File: src/rtl/hil_pkg.sv
package hil_pkg;
    typedef enum logic [0:0] {
        ST_RUN    = 1'b0,
        ST_FREEZE = 1'b1
    } hil_state_e;
endpackage

File: src/rtl/hil_match.sv
module hil_match #(
    parameter int REG_W  = 3,
    parameter int STAGES = 3,
    localparam int CW    = $clog2(STAGES + 1)
) (
    input  logic [STAGES-1:0][REG_W-1:0] dst,
    input  logic [STAGES-1:0]            wen,
    input  logic [REG_W-1:0]             src_a,
    input  logic [REG_W-1:0]             src_b,
    output logic [CW-1:0]                need
);
    logic [STAGES-1:0] hit;

    // one comparator pair per older stage; index 0 is the nearest producer
    for (genvar k = 0; k < STAGES; k++) begin : g_cmp
        assign hit[k] = wen[k] && (dst[k] != '0) &&
                        ((dst[k] == src_a) || (dst[k] == src_b));
    end

    // farthest first so that the nearest match overrides
    always_comb begin
        need = '0;
        for (int k = STAGES - 1; k >= 0; k--) begin
            if (hit[k]) need = CW'(STAGES - k);
        end
    end
endmodule

File: src/rtl/hil_fsm.sv
module hil_fsm
    import hil_pkg::*;
#(
    parameter int STAGES = 3,
    localparam int CW    = $clog2(STAGES + 1)
) (
    input  logic          clk,
    input  logic          rst,
    input  logic [CW-1:0] need,
    output logic          stall
);
    hil_state_e    state, nxt_state;
    logic [CW-1:0] cnt, nxt_cnt;

    // state register
    always_ff @(posedge clk) begin
        if (rst) begin
            state <= ST_RUN;
            cnt   <= '0;
        end else begin
            state <= nxt_state;
            cnt   <= nxt_cnt;
        end
    end

    // next state, counter and outputs
    always_comb begin
        nxt_state = state;
        nxt_cnt   = cnt;
        stall     = 1'b0;
        unique case (state)
            ST_RUN: begin
                stall = (need != '0);
                if (need > CW'(1)) begin          // T_ENTER
                    nxt_state = ST_FREEZE;
                    nxt_cnt   = need - CW'(1);
                end
            end
            ST_FREEZE: begin
                stall = 1'b1;
                if (cnt <= CW'(1)) begin          // T_RELEASE
                    nxt_state = ST_RUN;
                    nxt_cnt   = '0;
                end else begin                    // T_COUNT
                    nxt_cnt = cnt - CW'(1);
                end
            end
            default: begin
                nxt_state = ST_RUN;
                nxt_cnt   = '0;
            end
        endcase
        if (rst) stall = 1'b0;
    end

    assert_reset_quiet_R1: assert property (@(posedge clk) rst |=> (state == ST_RUN && cnt == '0));
    assert_freeze_count_R9: assert property (@(posedge clk) disable iff (rst)
        (state == ST_FREEZE) |-> (cnt != '0 && cnt < CW'(STAGES)));
    assert_release_R9: assert property (@(posedge clk) disable iff (rst)
        (state == ST_FREEZE && cnt == CW'(1)) |=> (state == ST_RUN));
endmodule

File: src/rtl/hil_bubble.sv
module hil_bubble #(
    parameter int OP_W   = 4,
    parameter int CTRL_W = 8
) (
    input  logic              bubble,
    input  logic [OP_W-1:0]   dec_op,
    input  logic [CTRL_W-1:0] dec_ctrl,
    output logic [OP_W-1:0]   exe_op,
    output logic [CTRL_W-1:0] exe_ctrl
);
    localparam logic [OP_W-1:0] NOP_OP = '0;

    always_comb begin
        exe_op   = bubble ? NOP_OP : dec_op;
        exe_ctrl = bubble ? '0     : dec_ctrl;
    end
endmodule

File: src/rtl/hazard_interlock.sv
module hazard_interlock #(
    parameter int REG_W  = 3,
    parameter int OP_W   = 4,
    parameter int CTRL_W = 8
) (
    input  logic              clk,
    input  logic              rst,
    input  logic [REG_W-1:0]  src_a,
    input  logic [REG_W-1:0]  src_b,
    input  logic [REG_W-1:0]  ex_dst,
    input  logic              ex_wen,
    input  logic [REG_W-1:0]  mem_dst,
    input  logic              mem_wen,
    input  logic [REG_W-1:0]  wb_dst,
    input  logic              wb_wen,
    input  logic [OP_W-1:0]   dec_op,
    input  logic [CTRL_W-1:0] dec_ctrl,
    output logic              pc_hold,
    output logic              ifid_hold,
    output logic              bubble,
    output logic [OP_W-1:0]   exe_op,
    output logic [CTRL_W-1:0] exe_ctrl
);
    localparam int STAGES = 3;
    localparam int CW     = $clog2(STAGES + 1);

    logic [STAGES-1:0][REG_W-1:0] dst_v;
    logic [STAGES-1:0]            wen_v;
    logic [CW-1:0]                need;
    logic                         stall;

    assign dst_v = {wb_dst, mem_dst, ex_dst};
    assign wen_v = {wb_wen, mem_wen, ex_wen};

    hil_match #(.REG_W(REG_W), .STAGES(STAGES)) u_match (
        .dst(dst_v), .wen(wen_v), .src_a(src_a), .src_b(src_b), .need(need)
    );

    hil_fsm #(.STAGES(STAGES)) u_fsm (
        .clk(clk), .rst(rst), .need(need), .stall(stall)
    );

    assign pc_hold   = stall;
    assign ifid_hold = stall;
    assign bubble    = stall;

    hil_bubble #(.OP_W(OP_W), .CTRL_W(CTRL_W)) u_bubble (
        .bubble(stall), .dec_op(dec_op), .dec_ctrl(dec_ctrl),
        .exe_op(exe_op), .exe_ctrl(exe_ctrl)
    );

    assert_nowrite_R6: assert property (@(posedge clk) disable iff (rst)
        (!ex_wen && !mem_wen && !wb_wen && !$past(pc_hold)) |-> !pc_hold);
    assert_ex_len_R2: assert property (@(posedge clk) disable iff (rst)
        (ex_wen && ex_dst != '0 && (ex_dst == src_a || ex_dst == src_b) && !$past(pc_hold))
        |-> pc_hold ##1 pc_hold ##1 pc_hold);
    assert_empty_slot_R10: assert property (@(posedge clk) disable iff (rst)
        bubble |-> (exe_op == '0 && exe_ctrl == '0));
endmodule

File: config.mk
export PLATFORM = sky130hd
export DESIGN_NAME = hazard_interlock
export DESIGN_NICKNAME = d
export VERILOG_FILES = /design/src/rtl/hil_pkg.sv /design/src/rtl/hil_match.sv /design/src/rtl/hil_fsm.sv /design/src/rtl/hil_bubble.sv /design/src/rtl/hazard_interlock.sv
export SDC_FILE = /design/constraint.sdc
export NUM_CORES = 1
export LEC_CHECK = 0
export ABC_CLOCK_PERIOD_IN_PS = 2500
export CORE_AREA = 4 4 46 48
export DETAILED_ROUTE_END_ITERATION = 8
export DIE_AREA = 0 0 50 52
export GPL_TIMING_DRIVEN = 1
export PLACE_DENSITY_LB_ADDON = 0.05
export SLEW_MARGIN = 20
export SYNTH_ARGS = -nofsm -noshare
export SYNTH_HDL_FRONTEND = slang
export SYNTH_SLANG_ARGS = --single-unit
File: constraint.sdc
create_clock -name clk -period 2.5 [get_ports clk]
set_input_delay 0.25 -clock clk [delete_from_list [all_inputs] [get_ports clk]]
set_output_delay 0.25 -clock clk [all_outputs]
set_load 0.05 [all_outputs]
==> results_dict.tcl, run 1 <==
set metrics [dict create \
    ir_worst_vdd_v 0.000311 \
    worst_path_max_delay_cell "clkdlybuf4s50_1" \
    firstDrtPassIters 4 \
    fillers 148 \
    syn_nets 98 \
    min_period_ns 2.36 \
    leakage_nw 0.519 \
    die_w_um 50 \
    r2r_start "u_fsm.state" \
    routedWlPerCell_um 12.4 \
    status "completed" \
    finalWirelength_mm 1.76 \
    die_area_sq_mm 0.00260 \
    areaGrowthSynthToFinish_pct 129 \
    cp.arrival_ns 2.11 \
    worst_pin_slew_ns 0.284 \
    fin_total_pwr_mw 0.490 \
    postCtsSetupRepairBufs 0 \
    crit_path_max_fanout 7 \
    cts_tree "done" \
    dr_total_vias 644 \
    fmax_mhz 424 \
    grt_max_degree 8 \
    clock_skew_ns 0.00180 \
    fp-row-count 15 \
    worstPathRequired_ns 2.25 \
    syn_area_per_cell_sq_um 7.39 \
    nNetsFinal 151 \
    grt_overflow 0 \
    crit_start "ex_dst[1]" \
    grtUsageTotal_pct 13.4 \
    hp-class "reg -> reg" \
    drtIter0Drc 1 \
    finalSetupViolCount 0 \
    final_max_slew_viol_count 0 \
    clkSinkCount 3 \
    grt_pass1_vias 675 \
    cts_buffers 3 \
    ant_nets 0 \
    dpl.hpwl_mm 1.55 \
    fin_crit_sh_pct 94.2 \
    htree_levels 1 \
    synthDistinctLibCells 21 \
    rsz0062_at_grt "no" \
    synth-edff-count 0 \
    grt_pass1_wl_mm 2.67 \
    gp_congestion 0.730 \
    r2r.worst_path.cells 2 \
    coreArea_sq_mm 0.00171 \
    netlist_instances 65 \
    slew_headroom_pct 80.9 \
    endpoint_kind "output pin" \
    initial_core_util_pct 28.1 \
    via_per_inst 4.54 \
    layout-drive-gt1-share_pct 28.2 \
    ys_warn_count 0 \
    synth_area_sq_um 480 \
    path_class "in -> out" \
    clk_latency_ns 0.23 \
    hp-start "u_fsm.cnt[0]" \
    ys_seq_area_share_pct 12.5 \
    port_buffers 46 \
    hold_depth 2 \
    path_clk_slew_ns 0.04 \
    drc 0 \
    p_per_area_mw_per_mm2 446 \
    crit_top_cell "buf_12" \
    ys_seq_elements 3 \
    ys_dominant_reg_cell "dfxtp_1" \
    io_pins 47 \
    path_cells "clkdlybuf4s50_1, xor2_1, nor3_2, o21a_1, nor2_1, ha_1, a21oi_2, buf_6, buf_12, buf_12" \
    cap_violations 0 \
    antenna_found_initial 0 \
    hold_viol_final 0 \
    dieHeight_um 52 \
    postSynth.asyncResetShare_pct 0 \
    start_kind "primary input" \
    r2r_setup_slack_ns 1.42 \
    setup-tns-final_ns 0 \
    crit_path_max_incr_delay_ns 0.46 \
    cts_buffer_depth 2 \
    antenna_cells 0 \
    clock_tree.root_cell "clkbuf_4" \
]
-- path summary, 6_finish.rpt --
path	end
setup / recovery	bubble
hold / removal	u_fsm.cnt[1]
setup reg to reg	u_fsm.cnt[1]
hold reg to reg	u_fsm.cnt[1]
-- registers in the layout, indices dropped and copies added, names as in the netlist --
| signal | count |
|---|---|
| u_fsm.state | 1 |
| u_fsm.cnt | 2 |
-- area by class of cell --
type | count | area (sq um) | area share (%)
timing repair buffer | 51 | 546 | 49.6
clock buffer | 4 | 26.3 | 2.39
inverter | 1 | 3.75 | 0.341
multi-input combinational | 58 | 433 | 39.4
sequential | 3 | 60.1 | 5.46
tap | 25 | 31.3 | 2.84
-- synth_stat cells (2+ instances only) --
cell type | number | share of area, %
xor2_1 | 9 | 16
nor2_1 | 3 | 2.3
buf_4 | 2 | 3.1
nor2b_1 | 12 | 16
dfxtp_1 | 3 | 13
xnor2_1 | 9 | 16
a31oi_1 | 2 | 2.6
a21oi_1 | 4 | 4.2
o31ai_1 | 2 | 3.1
nand3_1 | 3 | 3.1
nor3_1 | 4 | 4.2
o21ai_0 | 3 | 3.1
-- cells by family after synthesis --
kind of cell / synth area share (%)
AND/OR/NAND/NOR: 29.4
buffers and inverters: 4.69
adder cells (fa/ha/maj): 2.60
flip-flops: 12.5
XOR/XNOR: 32.8
AO/OA/AOI/OAI: 18.0
-- routing by layer --
layer,routed length (um),GRT usage [%],part of all wire [%],up-vias
met5,0,0,0,-
met4,19,4.15,1.1,0
met3,146,5.73,8.3,2
met2,1010,28.0,57,34
met1,582,10.9,33,282
li1,-,-,-,326
-- metrics by stage --
stage	utilization, %	std cells	hold WS [ns]	area [sq um]	worst slack [ns]
3_5_place_dp	58.8	137	0.494	1000	-0.0297
3_3_place_gp	58.8	137	0.477	1000	0.00698
6_report	64.4	142	0.507	1100	0.144
2_1_floorplan	-	65	0.319	489	-0.0352
4_1_cts	61.0	142	0.507	1040	0.00378
5_1_grt	64.4	142	0.539	1100	0.00949
-- worst max-delay path, delay by kind of cell --
family	cells	cell delay, ns
buf+inv	4	0.87
simple gates	2	0.19
xor+xnor	1	0.19
fa+ha+maj	1	0.20
compound gates	2	0.40
-- report_power, final --
group,internal (mW),switching [mW]
sequential,0.0532,0.00395
clock,0.0598,0.0246
combinational,0.157,0.191
total,0.270,0.220
-- placed cells by master, fill, tap and decap left out --
cell,count
ha_1,1
buf_6,3
dlymetal6s2s_1,11
dfxtp_1,3
o21a_1,1
a31oi_1,2
clkbuf_1,1
clkbuf_4,3
nor3_1,1
clkdlybuf4s50_1,17
nand3_1,3
nor2b_2,3
xnor2_1,9
nor2b_1,9
buf_12,4
inv_1,1
dlygate4sd2_1,3
a21oi_2,2
o31a_1,1
o31ai_1,1
nor2_1,3
or2_2,1
or4b_1,1
nand2_1,1
a21oi_1,2
xor2_1,9
o21ai_0,3
o31ai_2,1
buf_4,13
nor3_2,3
o211ai_1,1
-- repair_timing --
action,in CTS,in global routing
hold buffers,0,0
endpoints found under the hold margin,0,0
gates resized for setup,7,18
pin swaps,2,8
setup endpoints to repair,15,15
gates cloned,1,0
Power figures use the tool's default switching activity.
==> inputs of run 2 (changes only) <==
--- a/config.mk
+++ b/config.mk
@@ -11,6 +11,7 @@
 export DIE_AREA = 0 0 50 52
 export GPL_TIMING_DRIVEN = 1
 export PLACE_DENSITY_LB_ADDON = 0.05
+export SKIP_LAST_GASP = 1
 export SLEW_MARGIN = 20
 export SYNTH_ARGS = -nofsm -noshare
 export SYNTH_HDL_FRONTEND = slang
==> results of run 2 <==
Final layout, timing and power as in run 1 (identical DEF).
==> inputs of run 3 (changes only) <==
--- a/config.mk
+++ b/config.mk
@@ -5,7 +5,6 @@
 export SDC_FILE = /design/constraint.sdc
 export NUM_CORES = 1
 export LEC_CHECK = 0
-export ABC_CLOCK_PERIOD_IN_PS = 2500
 export CORE_AREA = 4 4 46 48
 export DETAILED_ROUTE_END_ITERATION = 8
 export DIE_AREA = 0 0 50 52
==> results of run 3 <==
Final layout, timing and power as in run 1 (identical DEF).
